### src/rtl/fsb_pkg.sv
// Shared constants and types for the queue status bus generator.
// Assumes an 8-bit status bus; SEL_W is the bit-select width inside a group.
package fsb_pkg;
    localparam int unsigned STAT_W = 8;
    localparam int unsigned SEL_W  = $clog2(STAT_W);

    typedef enum logic {
        SEL_DIRECT = 1'b0,
        SEL_POLLED = 1'b1
    } grp_mode_e;
endpackage

### src/rtl/fsb_group_sel.sv
// Group selector: yields the group to be loaded onto the bus this cycle.
// Polled mode walks 0..last and wraps; direct mode follows a strobed address.
// Assumes mode and qcount are constant outside reset.
module fsb_group_sel
    import fsb_pkg::*;
#(
    parameter int unsigned NUM_Q  = 32,
    parameter int unsigned QCNT_W = 6,
    parameter int unsigned GRP_W  = 2
) (
    input  logic              clk,
    input  logic              rst_n,
    input  grp_mode_e         mode,
    input  logic [QCNT_W-1:0] qcount,
    input  logic              strobe,
    input  logic [GRP_W-1:0]  addr,
    output logic [GRP_W-1:0]  cur_grp
);
    localparam int unsigned NW = QCNT_W + 1;

    logic [QCNT_W-1:0] qc_eff;
    logic [NW-1:0]     ngrp;
    logic              single;
    logic [GRP_W-1:0]  last_grp;
    logic [GRP_W-1:0]  ptr_q;

    // Derive the number of configured groups and the wrap point.
    always_comb begin
        qc_eff   = (qcount > QCNT_W'(NUM_Q)) ? QCNT_W'(NUM_Q) : qcount;
        ngrp     = ({1'b0, qc_eff} + NW'(STAT_W - 1)) >> SEL_W;
        single   = (ngrp <= NW'(1));
        last_grp = single ? '0 : GRP_W'(ngrp - NW'(1));
    end

    // Choose the group presented this cycle.
    always_comb begin
        if (single)
            cur_grp = '0;
        else if (mode == SEL_POLLED)
            cur_grp = ptr_q;
        else
            cur_grp = strobe ? addr : ptr_q;
    end

    // Hold the pointer: advance when polled, remember the selection when direct.
    always_ff @(posedge clk) begin
        if (!rst_n)
            ptr_q <= '0;
        else if (single)
            ptr_q <= '0;
        else if (mode == SEL_POLLED)
            ptr_q <= (cur_grp >= last_grp) ? '0 : cur_grp + GRP_W'(1);
        else
            ptr_q <= cur_grp;
    end


    poll_step_chk: assert property (@(posedge clk) disable iff (!rst_n)
        (mode == SEL_POLLED && !single && ptr_q < last_grp)
        |=> ptr_q == $past(ptr_q) + GRP_W'(1));


    poll_wrap_chk: assert property (@(posedge clk) disable iff (!rst_n)
        (mode == SEL_POLLED && !single && ptr_q >= last_grp)
        |=> ptr_q == '0);
endmodule

### src/rtl/fsb_group_mux.sv
// Group multiplexer: registers the eight flags of the chosen group and
// the group number, blanking bits whose queue index is not configured.
// Assumes qcount is constant outside reset.
module fsb_group_mux
    import fsb_pkg::*;
#(
    parameter int unsigned NUM_Q  = 32,
    parameter int unsigned QCNT_W = 6,
    parameter int unsigned GRP_W  = 2
) (
    input  logic              clk,
    input  logic              rst_n,
    input  logic [NUM_Q-1:0]  flags,
    input  logic [QCNT_W-1:0] qcount,
    input  logic [GRP_W-1:0]  grp,
    output logic [STAT_W-1:0] bus_q,
    output logic [GRP_W-1:0]  grp_q
);
    localparam int unsigned PAD_Q = (1 << GRP_W) * STAT_W;

    logic [PAD_Q-1:0]  flags_pad;
    logic [STAT_W-1:0] slice;
    logic [STAT_W-1:0] valid;

    assign flags_pad = PAD_Q'(flags);
    assign slice     = flags_pad[32'(grp) * STAT_W +: STAT_W];

    for (genvar b = 0; b < STAT_W; b++) begin : g_bit
        // Mark the bit valid when its queue index is configured.
        always_comb begin
            valid[b] = (32'({grp, SEL_W'(b)}) < 32'(qcount)) &&
                       (32'({grp, SEL_W'(b)}) < NUM_Q);
        end


        tail_zero_chk: assert property (@(posedge clk) disable iff (!rst_n)
            (32'({grp_q, SEL_W'(b)}) >= 32'(qcount)) |-> !bus_q[b]);
    end

    // Register the masked group flags together with the group number.
    always_ff @(posedge clk) begin
        if (!rst_n) begin
            bus_q <= '0;
            grp_q <= '0;
        end else begin
            bus_q <= slice & valid;
            grp_q <= grp;
        end
    end
endmodule

### src/rtl/fsb_lane.sv
// One status bus: a group selector feeding a registered group multiplexer.
// Assumes its configuration inputs are latched by the parent.
module fsb_lane
    import fsb_pkg::*;
#(
    parameter int unsigned NUM_Q  = 32,
    parameter int unsigned QCNT_W = 6,
    parameter int unsigned GRP_W  = 2
) (
    input  logic              clk,
    input  logic              rst_n,
    input  grp_mode_e         mode,
    input  logic [QCNT_W-1:0] qcount,
    input  logic [NUM_Q-1:0]  flags,
    input  logic              strobe,
    input  logic [GRP_W-1:0]  addr,
    output logic [STAT_W-1:0] bus,
    output logic [GRP_W-1:0]  grp
);
    logic [GRP_W-1:0] cur_grp;

    fsb_group_sel #(.NUM_Q(NUM_Q), .QCNT_W(QCNT_W), .GRP_W(GRP_W)) u_sel (
        .clk(clk), .rst_n(rst_n), .mode(mode), .qcount(qcount),
        .strobe(strobe), .addr(addr), .cur_grp(cur_grp)
    );

    fsb_group_mux #(.NUM_Q(NUM_Q), .QCNT_W(QCNT_W), .GRP_W(GRP_W)) u_mux (
        .clk(clk), .rst_n(rst_n), .flags(flags), .qcount(qcount),
        .grp(cur_grp), .bus_q(bus), .grp_q(grp)
    );


    direct_hold_chk: assert property (@(posedge clk) disable iff (!rst_n)
        (mode == SEL_DIRECT && !strobe) |=> $stable(grp));


    single_grp_chk: assert property (@(posedge clk) disable iff (!rst_n)
        (32'(qcount) <= STAT_W) |-> grp == '0);
endmodule

### src/rtl/fsb_top.sv
// Top: latches configuration during reset and drives two status lanes,
// the write lane from almost-full flags and the read lane from either
// almost-empty or packet-ready flags.
// Assumes rst_n is held low for at least one clock edge.
module fsb_top
    import fsb_pkg::*;
#(
    parameter int unsigned NUM_Q  = 32,
    parameter int unsigned QCNT_W = $clog2(NUM_Q + 1),
    parameter int unsigned GRP_W  = (NUM_Q > 8) ? $clog2((NUM_Q + 7) / 8) : 1
) (
    input  logic              clk,
    input  logic              rst_n,
    input  logic [QCNT_W-1:0] cfg_qcount,
    input  logic              cfg_wr_polled,
    input  logic              cfg_rd_polled,
    input  logic              cfg_rd_pkt,
    input  logic [NUM_Q-1:0]  af_flags,
    input  logic [NUM_Q-1:0]  ae_flags,
    input  logic [NUM_Q-1:0]  pr_flags,
    input  logic              wr_strobe,
    input  logic [GRP_W-1:0]  wr_grp_addr,
    input  logic              rd_strobe,
    input  logic [GRP_W-1:0]  rd_grp_addr,
    output logic [7:0]        wr_bus,
    output logic [GRP_W-1:0]  wr_grp,
    output logic [7:0]        rd_bus,
    output logic [GRP_W-1:0]  rd_grp
);
    logic [QCNT_W-1:0] qc_q;
    grp_mode_e         wr_mode_q;
    grp_mode_e         rd_mode_q;
    logic              rd_pkt_q;
    logic [NUM_Q-1:0]  rd_src;

    // Capture the configuration only while reset is asserted.
    always_ff @(posedge clk) begin
        if (!rst_n) begin
            qc_q      <= cfg_qcount;
            wr_mode_q <= grp_mode_e'(cfg_wr_polled);
            rd_mode_q <= grp_mode_e'(cfg_rd_polled);
            rd_pkt_q  <= cfg_rd_pkt;
        end
    end

    // Pick the flag source of the read lane.
    assign rd_src = rd_pkt_q ? pr_flags : ae_flags;

    fsb_lane #(.NUM_Q(NUM_Q), .QCNT_W(QCNT_W), .GRP_W(GRP_W)) u_wr_lane (
        .clk(clk), .rst_n(rst_n), .mode(wr_mode_q), .qcount(qc_q),
        .flags(af_flags), .strobe(wr_strobe), .addr(wr_grp_addr),
        .bus(wr_bus), .grp(wr_grp)
    );

    fsb_lane #(.NUM_Q(NUM_Q), .QCNT_W(QCNT_W), .GRP_W(GRP_W)) u_rd_lane (
        .clk(clk), .rst_n(rst_n), .mode(rd_mode_q), .qcount(qc_q),
        .flags(rd_src), .strobe(rd_strobe), .addr(rd_grp_addr),
        .bus(rd_bus), .grp(rd_grp)
    );


    cfg_hold_chk: assert property (@(posedge clk) disable iff (!rst_n)
        rst_n |=> $stable(qc_q) && $stable(wr_mode_q) &&
                  $stable(rd_mode_q) && $stable(rd_pkt_q));
endmodule

### config.mk
export PLATFORM = sky130hd
export DESIGN_NAME = fsb_top
export DESIGN_NICKNAME = d
export VERILOG_FILES = /design/src/rtl/fsb_pkg.sv /design/src/rtl/fsb_group_sel.sv /design/src/rtl/fsb_group_mux.sv /design/src/rtl/fsb_lane.sv /design/src/rtl/fsb_top.sv
export SDC_FILE = /design/constraint.sdc
export NUM_CORES = 1
export LEC_CHECK = 0
export BUFFER_PORTS_ARGS = -buffer_cell sky130_fd_sc_hd__buf_2
export CORE_UTILIZATION = 40
export DETAILED_ROUTE_END_ITERATION = 16
export PLACE_DENSITY = 0.74
export SLEW_MARGIN = 20
export SYNTH_ARGS = -nofsm -noshare
export SYNTH_HDL_FRONTEND = slang
export SYNTH_SLANG_ARGS = --single-unit
### constraint.sdc
create_clock -name clk -period 9.9 [get_ports clk]
set_input_delay 0.495 -clock clk [delete_from_list [all_inputs] [get_ports clk]]
set_output_delay 0.495 -clock clk [all_outputs]
set_load 0.02 [all_outputs]
==> reports/results.tsv <==
metric	value	unit
clk sink count	33	
crit-path max FO	13	
starting density of the core	41.7	%
vias in the first global route	2293	
Slowest Stage Delay on Critical Path	0.58	ns
Async S/R FF share, synth	0	%
post-CTS setup buffer count	0	
routability cong.	0.806	
DP HPWL	4.86	mm
DR WL/cell	13.8	um
setup TNS after final layout	0	ns
max cap viols	0	
overall power	0.425	mW
total wire length	5.98	mm
CTS Hold Bufs	0	
pin count of the biggest net entering global routing	25	
CTS tree	built	
Slew HR	55.6	%
Tcrit/Tclk final	35.7	%
number of flops mapped to enable cells by yosys	9	
P&R area growth vs syn	32.8	%
Leakage Power	1.47	nW
root buf cell	clkbuf_8	
Synth top area share	20.8	%
Worst-path clk slew	0.07	ns
crit path max-delay cell type	edfxtp_1	
RSZ-0062 raised after global routing	false	
die width	78.0	um
peak supply drop	0.0000849	V
Layout fillers	510	
first-pass GRT wire length	10.0	mm
insertion delay of the later-clocked pin in the worst-skew pair	0.28	ns
Hold Path Class	primary input to flop	
num rows	27	
GRT Overall Usage	20.6	%
grt ovf	0	
worst path bufs/invs	1	
Die Y	78.0	um
CP delay by family, top	simple AND/OR/NAND/NOR gates	
Antenna Nets Post-Route	0	
I/O Pins	133	
Mapped Cells	232	
Synth area leaders	dfxtp_1 (21%), edfxtp_1 (12%), mux2i_1 (11%)	
Max Freq	283	MHz
CTS resizes	0	
element type at the critical path end	flop	
Die Area	0.00609	mm^2
Yosys reg bits	33	
share of post-route cells with drive strength above 1	44.5	%
final net count	485	
pwr dens	138	mW/mm^2
Residual DRC	0	
Main synth FF type	dfxtp_1	
Arrival @ worst endpoint	3.73	ns
final setup skew	0.00512	ns
vias	2255	
Worst-Margin Slew	0.664	ns
1st-iter DRT viols	89	
vias per cell	5.20	
Synth Warn #	0	
Final Max Tran Viols	0	
net count after synthesis	356	
worst path cell trace	nor3_1, nor2_1, nor3_1, inv_1, ha_1, o21ba_4, and2_4, nor2_2, ha_1, a21oi_1, o21a_1, o31a_1, o21ai_0, a211oi_1	
crit path kind	flop to flop	
Port-buffer cells	132	
initial antenna violation count	0	
area of the mapped netlist	0.00231	mm^2
sequential share of the synthesized area	32.5	%
core area	0.00554	mm^2
cell taking the most area after synthesis	dfxtp_1	
min cycle time layout	3.53	ns
Distinct cells, synth	53	
worst path required time	10.10	ns
total CTS buffers	5	
Mapped Avg Cell Area	9.97	um^2
H-tree depth	2	
most frequent cells in the layout	buf_2 (132), mux2i_1 (25), dfxtp_1 (24)	
drt first pass iters	4	
Hold WS	0.389	ns
# diodes	0	
most common cell after layout, fill and taps aside	buf_2	
setup violators final	0	
Fin. Hold Viols	0	
outcome	complete, no violations	
clock buffer depth	2	
startpoint types	flop	
[synthesized netlist by cell type, types with 2 or more instances]
library cell  instances
mux4_2                8
a211oi_1             11
nor2_1               20
inv_1                 9
o211ai_1              2
edfxtp_1              9
dfxtp_1              24
nand2b_1              5
o21ai_0               7
nor2_2                2
a21o_1                2
mux2i_1              25
and3_1                2
nand2_1              16
nor3_1                6
mux2_2                2
a211oi_4              2
buf_4                 4
o21a_1                2
nor2b_1               4
buf_2                 2
ha_1                 11
a21oi_1              12
buf_6                 2
nand3_1               6
o22a_1                7
o221ai_1              4
[state kept, by name, indices dropped and copies added (netlist names)]
name                   count
u_wr_lane.u_mux.bus_q      8
u_wr_lane.u_sel.ptr_q      2
qc_q                       6
wr_mode_q                  1
u_wr_lane.u_mux.grp_q      2
u_rd_lane.u_mux.grp_q      2
rd_pkt_q                   1
rd_mode_q                  1
u_rd_lane.u_mux.bus_q      8
u_rd_lane.u_sel.ptr_q      2
[worst paths after layout]
check,start,endpoint,slack (ns),cells past startpoint
worst min register to register,u_wr_lane.u_sel.ptr_q[0],u_wr_lane.u_sel.ptr_q[1],0.55,2
worst max-delay path,qc_q[1],u_wr_lane.u_mux.bus_q[0],6.37,14
worst min-delay path,cfg_rd_polled,rd_mode_q,0.39,1
worst max register to register,qc_q[1],u_wr_lane.u_mux.bus_q[0],6.37,14
[worst register-to-register path, stage by stage, from the launching register on]
cell and delay (ns):
edfxtp_1 0.58, nor3_1 0.25, nor2_1 0.09, nor3_1 0.29
inv_1 0.09, ha_1 0.23, o21ba_4 0.20, and2_4 0.20
nor2_2 0.36, ha_1 0.34, a21oi_1 0.14, o21a_1 0.25
o31a_1 0.17, o21ai_0 0.08, a211oi_1 0.20
[per-layer routing]
layer  track usage (%)  share of wire (%)  vias to the layer above
li1                  -                  -                     1134
met2              37.6                 50                       81
met1              23.7                 42                     1028
met3              4.30                6.5                       12
met5                 0                  0                        -
met4              7.41                1.5                        0
[logic make-up after synthesis]
group / Yosys count / synth area share [%]
DFF: 33 / 32.5
and+or+nand+nor: 72 / 15.7
buffers and inverters: 20 / 4.87
muxes: 37 / 21.2
xor gates and xnor gates: 1 / 0.379
AOI/OAI and AO/OA: 58 / 19.4
adders and majority gates: 11 / 5.95
[per-stage QoR]
step           worst slack (ns)  cell area, um^2  util (%)  instances
3_5_place_dp               6.39             2990      54.0        426
4_1_cts                    6.36             3070      55.4        434
2_1_floorplan              6.77             2310         -        232
3_3_place_gp               6.54             2990      54.0        426
5_1_grt                    5.93             3070      55.4        434
6_report                   6.37             3070      55.4        434
[power by group]
| group | total (mW) | internal [mW] | switching, mW |
|---|---|---|---|
| sequential | 0.166 | 0.156 | 0.0105 |
| clock | 0.0951 | 0.0499 | 0.0452 |
| combinational | 0.164 | 0.0767 | 0.0873 |
[layout make-up]
type                            instances  area [um^2]  share of cell area [%]
Clock buffer                            8         80.1                    2.61
Multi-Input combinational cell        179         1450                    47.2
Inverter                                9         33.8                    1.10
Tap cell                               72         90.1                    2.93
Sequential cell                        33          751                    24.4
Timing Repair Buffer                  133          668                    21.8
Power figures use the tool's default switching activity.
